File: config.mk
export PLATFORM = sky130hd
export DESIGN_NAME = mgmt_field_cell
export DESIGN_NICKNAME = d
export VERILOG_FILES = /design/src/rtl/mgmt_fld_pkg.sv /design/src/rtl/fld_next.sv /design/src/rtl/fld_store.sv /design/src/rtl/fld_view.sv /design/src/rtl/mgmt_field_cell.sv
export SDC_FILE = /design/constraint.sdc
export NUM_CORES = 1
export LEC_CHECK = 0
export BUFFER_PORTS_ARGS = -buffer_cell sky130_fd_sc_hd__clkbuf_2
export CAP_MARGIN = 20
export CORE_AREA = 2 2 39 41
export CTS_CLUSTER_DIAMETER = 120
export DETAILED_ROUTE_END_ITERATION = 10
export DIE_AREA = 0 0 41 43
export PLACE_DENSITY = 0.73
export SLEW_MARGIN = 10
export SYNTH_ARGS = -nofsm -noshare
export SYNTH_HDL_FRONTEND = slang
export SYNTH_SLANG_ARGS = --single-unit
File: constraint.sdc
create_clock -name clk_i -period 1.7 [get_ports clk_i]
set_input_delay 0 -clock clk_i [delete_from_list [all_inputs] [get_ports clk_i]]
set_output_delay 0 -clock clk_i [all_outputs]
set_load 0.02 [all_outputs]
File: src/rtl/mgmt_fld_pkg.sv
package mgmt_fld_pkg;
  typedef enum logic [3:0] {
    FLD_RW   = 4'd0,
    FLD_RO   = 4'd1,
    FLD_WO   = 4'd2,
    FLD_W1C  = 4'd3,
    FLD_WAC  = 4'd4,
    FLD_RC   = 4'd5,
    FLD_LH   = 4'd6,
    FLD_LL   = 4'd7,
    FLD_SC   = 4'd8,
    FLD_RSVD = 4'd9
  } fld_mode_e;

  function automatic bit is_latch(fld_mode_e m);
    return (m == FLD_LH) || (m == FLD_LL);
  endfunction
endpackage

File: src/rtl/fld_next.sv
module fld_next
  import mgmt_fld_pkg::*;
#(
  parameter int unsigned FW      = 8,
  parameter fld_mode_e   MODE    = FLD_RW,
  parameter bit          SC_DONE = 1'b0
) (
  input  logic [FW-1:0] q_i,
  input  logic [FW-1:0] ack_i,
  input  logic [FW-1:0] cond_i,
  input  logic          wr_en_i,
  input  logic [FW-1:0] wr_data_i,
  input  logic          rd_en_i,
  input  logic [FW-1:0] done_i,
  output logic [FW-1:0] q_nxt_o,
  output logic [FW-1:0] ack_nxt_o
);
  logic [FW-1:0] wmask, rmask;
  assign wmask = wr_en_i ? wr_data_i : '0;
  assign rmask = {FW{rd_en_i}};

  generate
    if (MODE == FLD_RW || MODE == FLD_WO) begin : g_rw
      assign q_nxt_o   = wr_en_i ? wr_data_i : q_i;
      assign ack_nxt_o = '0;
    end else if (MODE == FLD_RO) begin : g_ro
      assign q_nxt_o   = cond_i;
      assign ack_nxt_o = '0;
    end else if (MODE == FLD_W1C) begin : g_w1c
      // event wins over clear
      assign q_nxt_o   = (q_i & ~wmask) | cond_i;
      assign ack_nxt_o = '0;
    end else if (MODE == FLD_WAC) begin : g_wac
      assign q_nxt_o   = (wr_en_i ? '0 : q_i) | cond_i;
      assign ack_nxt_o = '0;
    end else if (MODE == FLD_RC) begin : g_rc
      assign q_nxt_o   = (q_i & ~rmask) | cond_i;
      assign ack_nxt_o = '0;
    end else if (is_latch(MODE)) begin : g_latch
      // ack: bit was high when read, so it now tracks the condition
      assign q_nxt_o   = cond_i | (q_i & ~(ack_i | rmask));
      assign ack_nxt_o = (ack_i | (rmask & q_i)) & q_nxt_o;
    end else if (MODE == FLD_SC) begin : g_sc
      if (SC_DONE) begin : g_done
        assign q_nxt_o = (q_i & ~done_i) | wmask;
      end else begin : g_pulse
        assign q_nxt_o = wmask;
      end
      assign ack_nxt_o = '0;
    end else begin : g_rsvd
      assign q_nxt_o   = '0;
      assign ack_nxt_o = '0;
    end
  endgenerate
endmodule

File: src/rtl/fld_store.sv
module fld_store #(
  parameter int unsigned   FW      = 8,
  parameter logic [FW-1:0] INIT    = '0,
  parameter bit            KEEP    = 1'b0,
  parameter bit            HAS_ACK = 1'b0
) (
  input  logic          clk_i,
  input  logic          rst_ni,
  input  logic          sw_rst_i,
  input  logic [FW-1:0] q_nxt_i,
  input  logic [FW-1:0] ack_nxt_i,
  output logic [FW-1:0] q_o,
  output logic [FW-1:0] ack_o
);
  logic sw_clr;
  assign sw_clr = sw_rst_i && !KEEP;

  always_ff @(posedge clk_i or negedge rst_ni) begin
    if (!rst_ni)     q_o <= INIT;
    else if (sw_clr) q_o <= INIT;
    else             q_o <= q_nxt_i;
  end

  generate
    if (HAS_ACK) begin : g_ack
      always_ff @(posedge clk_i or negedge rst_ni) begin
        if (!rst_ni)     ack_o <= '0;
        else if (sw_clr) ack_o <= '0;
        else             ack_o <= ack_nxt_i;
      end
    end else begin : g_noack
      assign ack_o = '0;
    end
  endgenerate
endmodule

File: src/rtl/fld_view.sv
module fld_view
  import mgmt_fld_pkg::*;
#(
  parameter int unsigned FW   = 8,
  parameter fld_mode_e   MODE = FLD_RW
) (
  input  logic [FW-1:0] q_i,
  output logic [FW-1:0] field_o,
  output logic [FW-1:0] rd_data_o
);
  localparam bit INV  = (MODE == FLD_LL);
  localparam bit HIDE = (MODE == FLD_WO) || (MODE == FLD_RSVD);

  assign field_o   = INV ? ~q_i : q_i;
  assign rd_data_o = HIDE ? '0 : field_o;
endmodule

File: src/rtl/mgmt_field_cell.sv
module mgmt_field_cell
  import mgmt_fld_pkg::*;
#(
  parameter int unsigned   FW          = 8,
  parameter fld_mode_e     MODE        = FLD_RW,
  parameter logic [FW-1:0] RST_VAL     = '0,
  parameter bit            SW_RST_KEEP = 1'b0,
  parameter bit            SC_USE_DONE = 1'b0
) (
  input  logic          clk_i,
  input  logic          rst_ni,
  input  logic          sw_rst_i,
  input  logic [FW-1:0] hw_i,
  input  logic          wr_en_i,
  input  logic [FW-1:0] wr_data_i,
  input  logic          rd_en_i,
  input  logic [FW-1:0] done_i,
  output logic [FW-1:0] rd_data_o,
  output logic [FW-1:0] field_o
);
  localparam bit            INV  = (MODE == FLD_LL);
  localparam logic [FW-1:0] INIT = (MODE == FLD_RW || MODE == FLD_WO) ? RST_VAL : '0;

  logic [FW-1:0] q, ack, q_nxt, ack_nxt, cond;

  assign cond = INV ? ~hw_i : hw_i;

  fld_next #(.FW(FW), .MODE(MODE), .SC_DONE(SC_USE_DONE)) u_next (
    .q_i       (q),
    .ack_i     (ack),
    .cond_i    (cond),
    .wr_en_i   (wr_en_i),
    .wr_data_i (wr_data_i),
    .rd_en_i   (rd_en_i),
    .done_i    (done_i),
    .q_nxt_o   (q_nxt),
    .ack_nxt_o (ack_nxt)
  );

  fld_store #(.FW(FW), .INIT(INIT), .KEEP(SW_RST_KEEP), .HAS_ACK(is_latch(MODE))) u_store (
    .clk_i     (clk_i),
    .rst_ni    (rst_ni),
    .sw_rst_i  (sw_rst_i),
    .q_nxt_i   (q_nxt),
    .ack_nxt_i (ack_nxt),
    .q_o       (q),
    .ack_o     (ack)
  );

  fld_view #(.FW(FW), .MODE(MODE)) u_view (
    .q_i       (q),
    .field_o   (field_o),
    .rd_data_o (rd_data_o)
  );
endmodule

==> results.yml <==
status:
  outcome: "finished clean"
yosys:
  synth_top_area_share: 0.519
  syn_inst: 34
  synth_fp_nets: 63
  synth_edf_count: 0
  yosys_register_bits: 8
  netlist-cell-type-count: 6
  synth_top_cell_by_area: "dfrtp_1"
  netlist_area_sq_um: 385
  yosys_warnings: 0
  synth_ff_type: "dfrtp_1"
  synth_seq_area_share: 0.519
  synth_area_leaders: "dfrtp_1 (52%), mux2i_1 (21%), buf_4 (16%)"
  syn_avg_cell_area_sq_um: 11.3
  async_flop_share: 1.00
  synthTopCellsByCount: "buf_4 (8), dfrtp_1 (8), mux2i_1 (8), nor2_1 (8)"
pwr:
  switching_share: 0.283
  p_sw_uw: 129
  p_leak_uw: 0.000333
  p_per_area_mw_per_mm2: 805
  p_comb_frac: 0.227
  power.internal_uw: 328
  max-vdd-ir-drop_v: 0.000363
  seq_power_share: 0.457
  clkPwrFrac: 0.316
hold_path:
  hold_path.class: "in2reg"
floorplanning:
  coreArea_sq_mm: 0.00138
  start_util: 0.278
  ios: 45
  die_y_um: 43
  rows: 14
  die_w_um: 41
  dieArea_sq_mm: 0.00176
setup_path:
  reg2reg_from: "u_store.q_o[4]"
  worst-setup-path-type: "reg2out"
  cp_num_buf_inv: 1
  max_stage_delay_ps: 390
  worstPathRequired_ps: 1700
  start_kind: "flip-flop"
  cp_cell_sequence: "clkbuf_2"
  crit_path_end: "rd_data_o[3]"
  critPathSlowestCell: "dfrtp_1"
  crit_arrival_ps: 810
  crit_cells: 1
  r2r_setup_slack_ps: 1000
  cp_max_fo: 3
  cp-startpoint: "u_store.q_o[3]"
  crit_family: "flip-flops"
  reg2regPathDepth: 2
  r2r-end: "u_store.q_o[4]"
  end_kind: "output pin"
place:
  place_congestion: 0.581
  dp.cells: 67
  dp_hpwl_um: 597
  io_buffers: 27
  post_dp_cell_area_sq_um: 465
drt:
  num_vias: 327
  wire_per_inst_um: 11.6
  dr.first_iter.drc_count: 0
  via_per_inst: 4.19
  drt-total-wl_um: 908
  drc: 0
  dr.pass1.iters: 1
  drtAntennaViolNets: 0
clock_network:
  clk_latency_ps: 250
  cts_buffer_depth: 2
  tritoncts: "done"
  cts_made_buffers: 3
  htreeDepth: 1
  cts_num_sinks: 8
  path_clk_slew_ps: 50
  cts_setup_buffers: 0
  root_buffer: "clkbuf_4"
sta:
  setup_tns_ps: 0
  rsz0062_at_grt: "false"
  slew_headroom: 0.817
  hold_viol_final: 0
  worst_clock_skew_ps: 0
  min_period_ps: 805
  fin_crit_sh: 0.474
  finalSetupViolations: 0
  max_freq_ghz: 1.24
  worst-slew-pin-transition_ps: 275
  drv_slew: 0
layout:
  fillers: 144
  area_growth_pct: 47.4
  antenna_cells: 0
  largest_reg_flops: 8
  fin_area_sq_um: 568
  largest_registers: "u_store.q_o: 8 flops"
  drive_gt1_frac: 0.484
  regMostFlops: "u_store.q_o"
  finalNetCount: 93
  layout.cells.non_filler: 78
global_route:
  grt-ovfl-total: 0
  grt_pass1_vias: 351
  antenna_found_initial: 0
  grt_start_max_net_pins: 9
  globalRouteTotalUtil: 0.134
  grt_pass1_wl_um: 1510
job:
  drv_cap: 0
cell families after synthesis:
logic type,Yosys count,share of synthesized area
muxes,8,0.208
buffers and inverters,10,0.195
and+or+nand+nor,8,0.0779
DFF,8,0.519
stage by stage:
step	utilization	power [uW]	setup WS (ps)	hold WS (ps)
final	0.410	457	895	17.2
after CTS	0.410	469	878	16.2
after global routing	0.410	487	845	42.7
after global placement	0.336	301	1030	-136
after detailed placement	0.336	303	991	-137
after floorplan	-	279	946	-296
layout make-up:
cell class / count / area (sq um) / share of cell area
timing repair buffer: 35 / 215 / 0.379
sequential: 8 / 200 / 0.352
multi-input combinational: 16 / 110 / 0.194
clock buffer: 3 / 22.5 / 0.0396
tap: 16 / 20.0 / 0.0352
how the worst min path moves through the flow:
stage / start / cells after the start / slack (ps) / to
finish: wr_data_i[4] / 3 / 20 / u_store.q_o[4]
global route: wr_data_i[4] / 3 / 40 / u_store.q_o[4]
CTS: wr_data_i[4] / 3 / 20 / u_store.q_o[4]
detailed placement: rst_ni / 1 / -140 / u_store.q_o[6]
global placement: rst_ni / 1 / -140 / u_store.q_o[7]
floorplan: rst_ni / 0 / -300 / u_store.q_o[0]
per-layer routing:
layer,wire [um],global-route usage
met5,0,0
met4,0,0.100
met3,59,0.0314
met2,523,0.200
met1,325,0.158
power groups by stage:
stage          Sequential (uW)  Clock (uW)  Combinational [uW]
3_5_place_dp               212           0                91.0
6_report                   209         145                 104
2_1_floorplan              225           0                53.7
4_1_cts                    209         155                 105
3_3_place_gp               211           0                89.3
5_1_grt                    211         163                 114
placed cells by master (no fill, tap or decap):
| cell | synthesis | layout |
|---|---|---|
| clkbuf_2 | 0 | 27 |
| dlygate4sd3_1 | 0 | 8 |
| mux2i_1 | 8 | 8 |
| dfrtp_1 | 8 | 8 |
| nor2_1 | 8 | 8 |
| clkbuf_4 | 0 | 3 |
what timing repair did:
item | CTS | global route
endpoints found under the setup margin | 0 | 0
resized for setup | 0 | 0
hold endpoints to repair | 15 | 0
hold buffers | 8 | 0
Power figures use the tool's default switching activity.
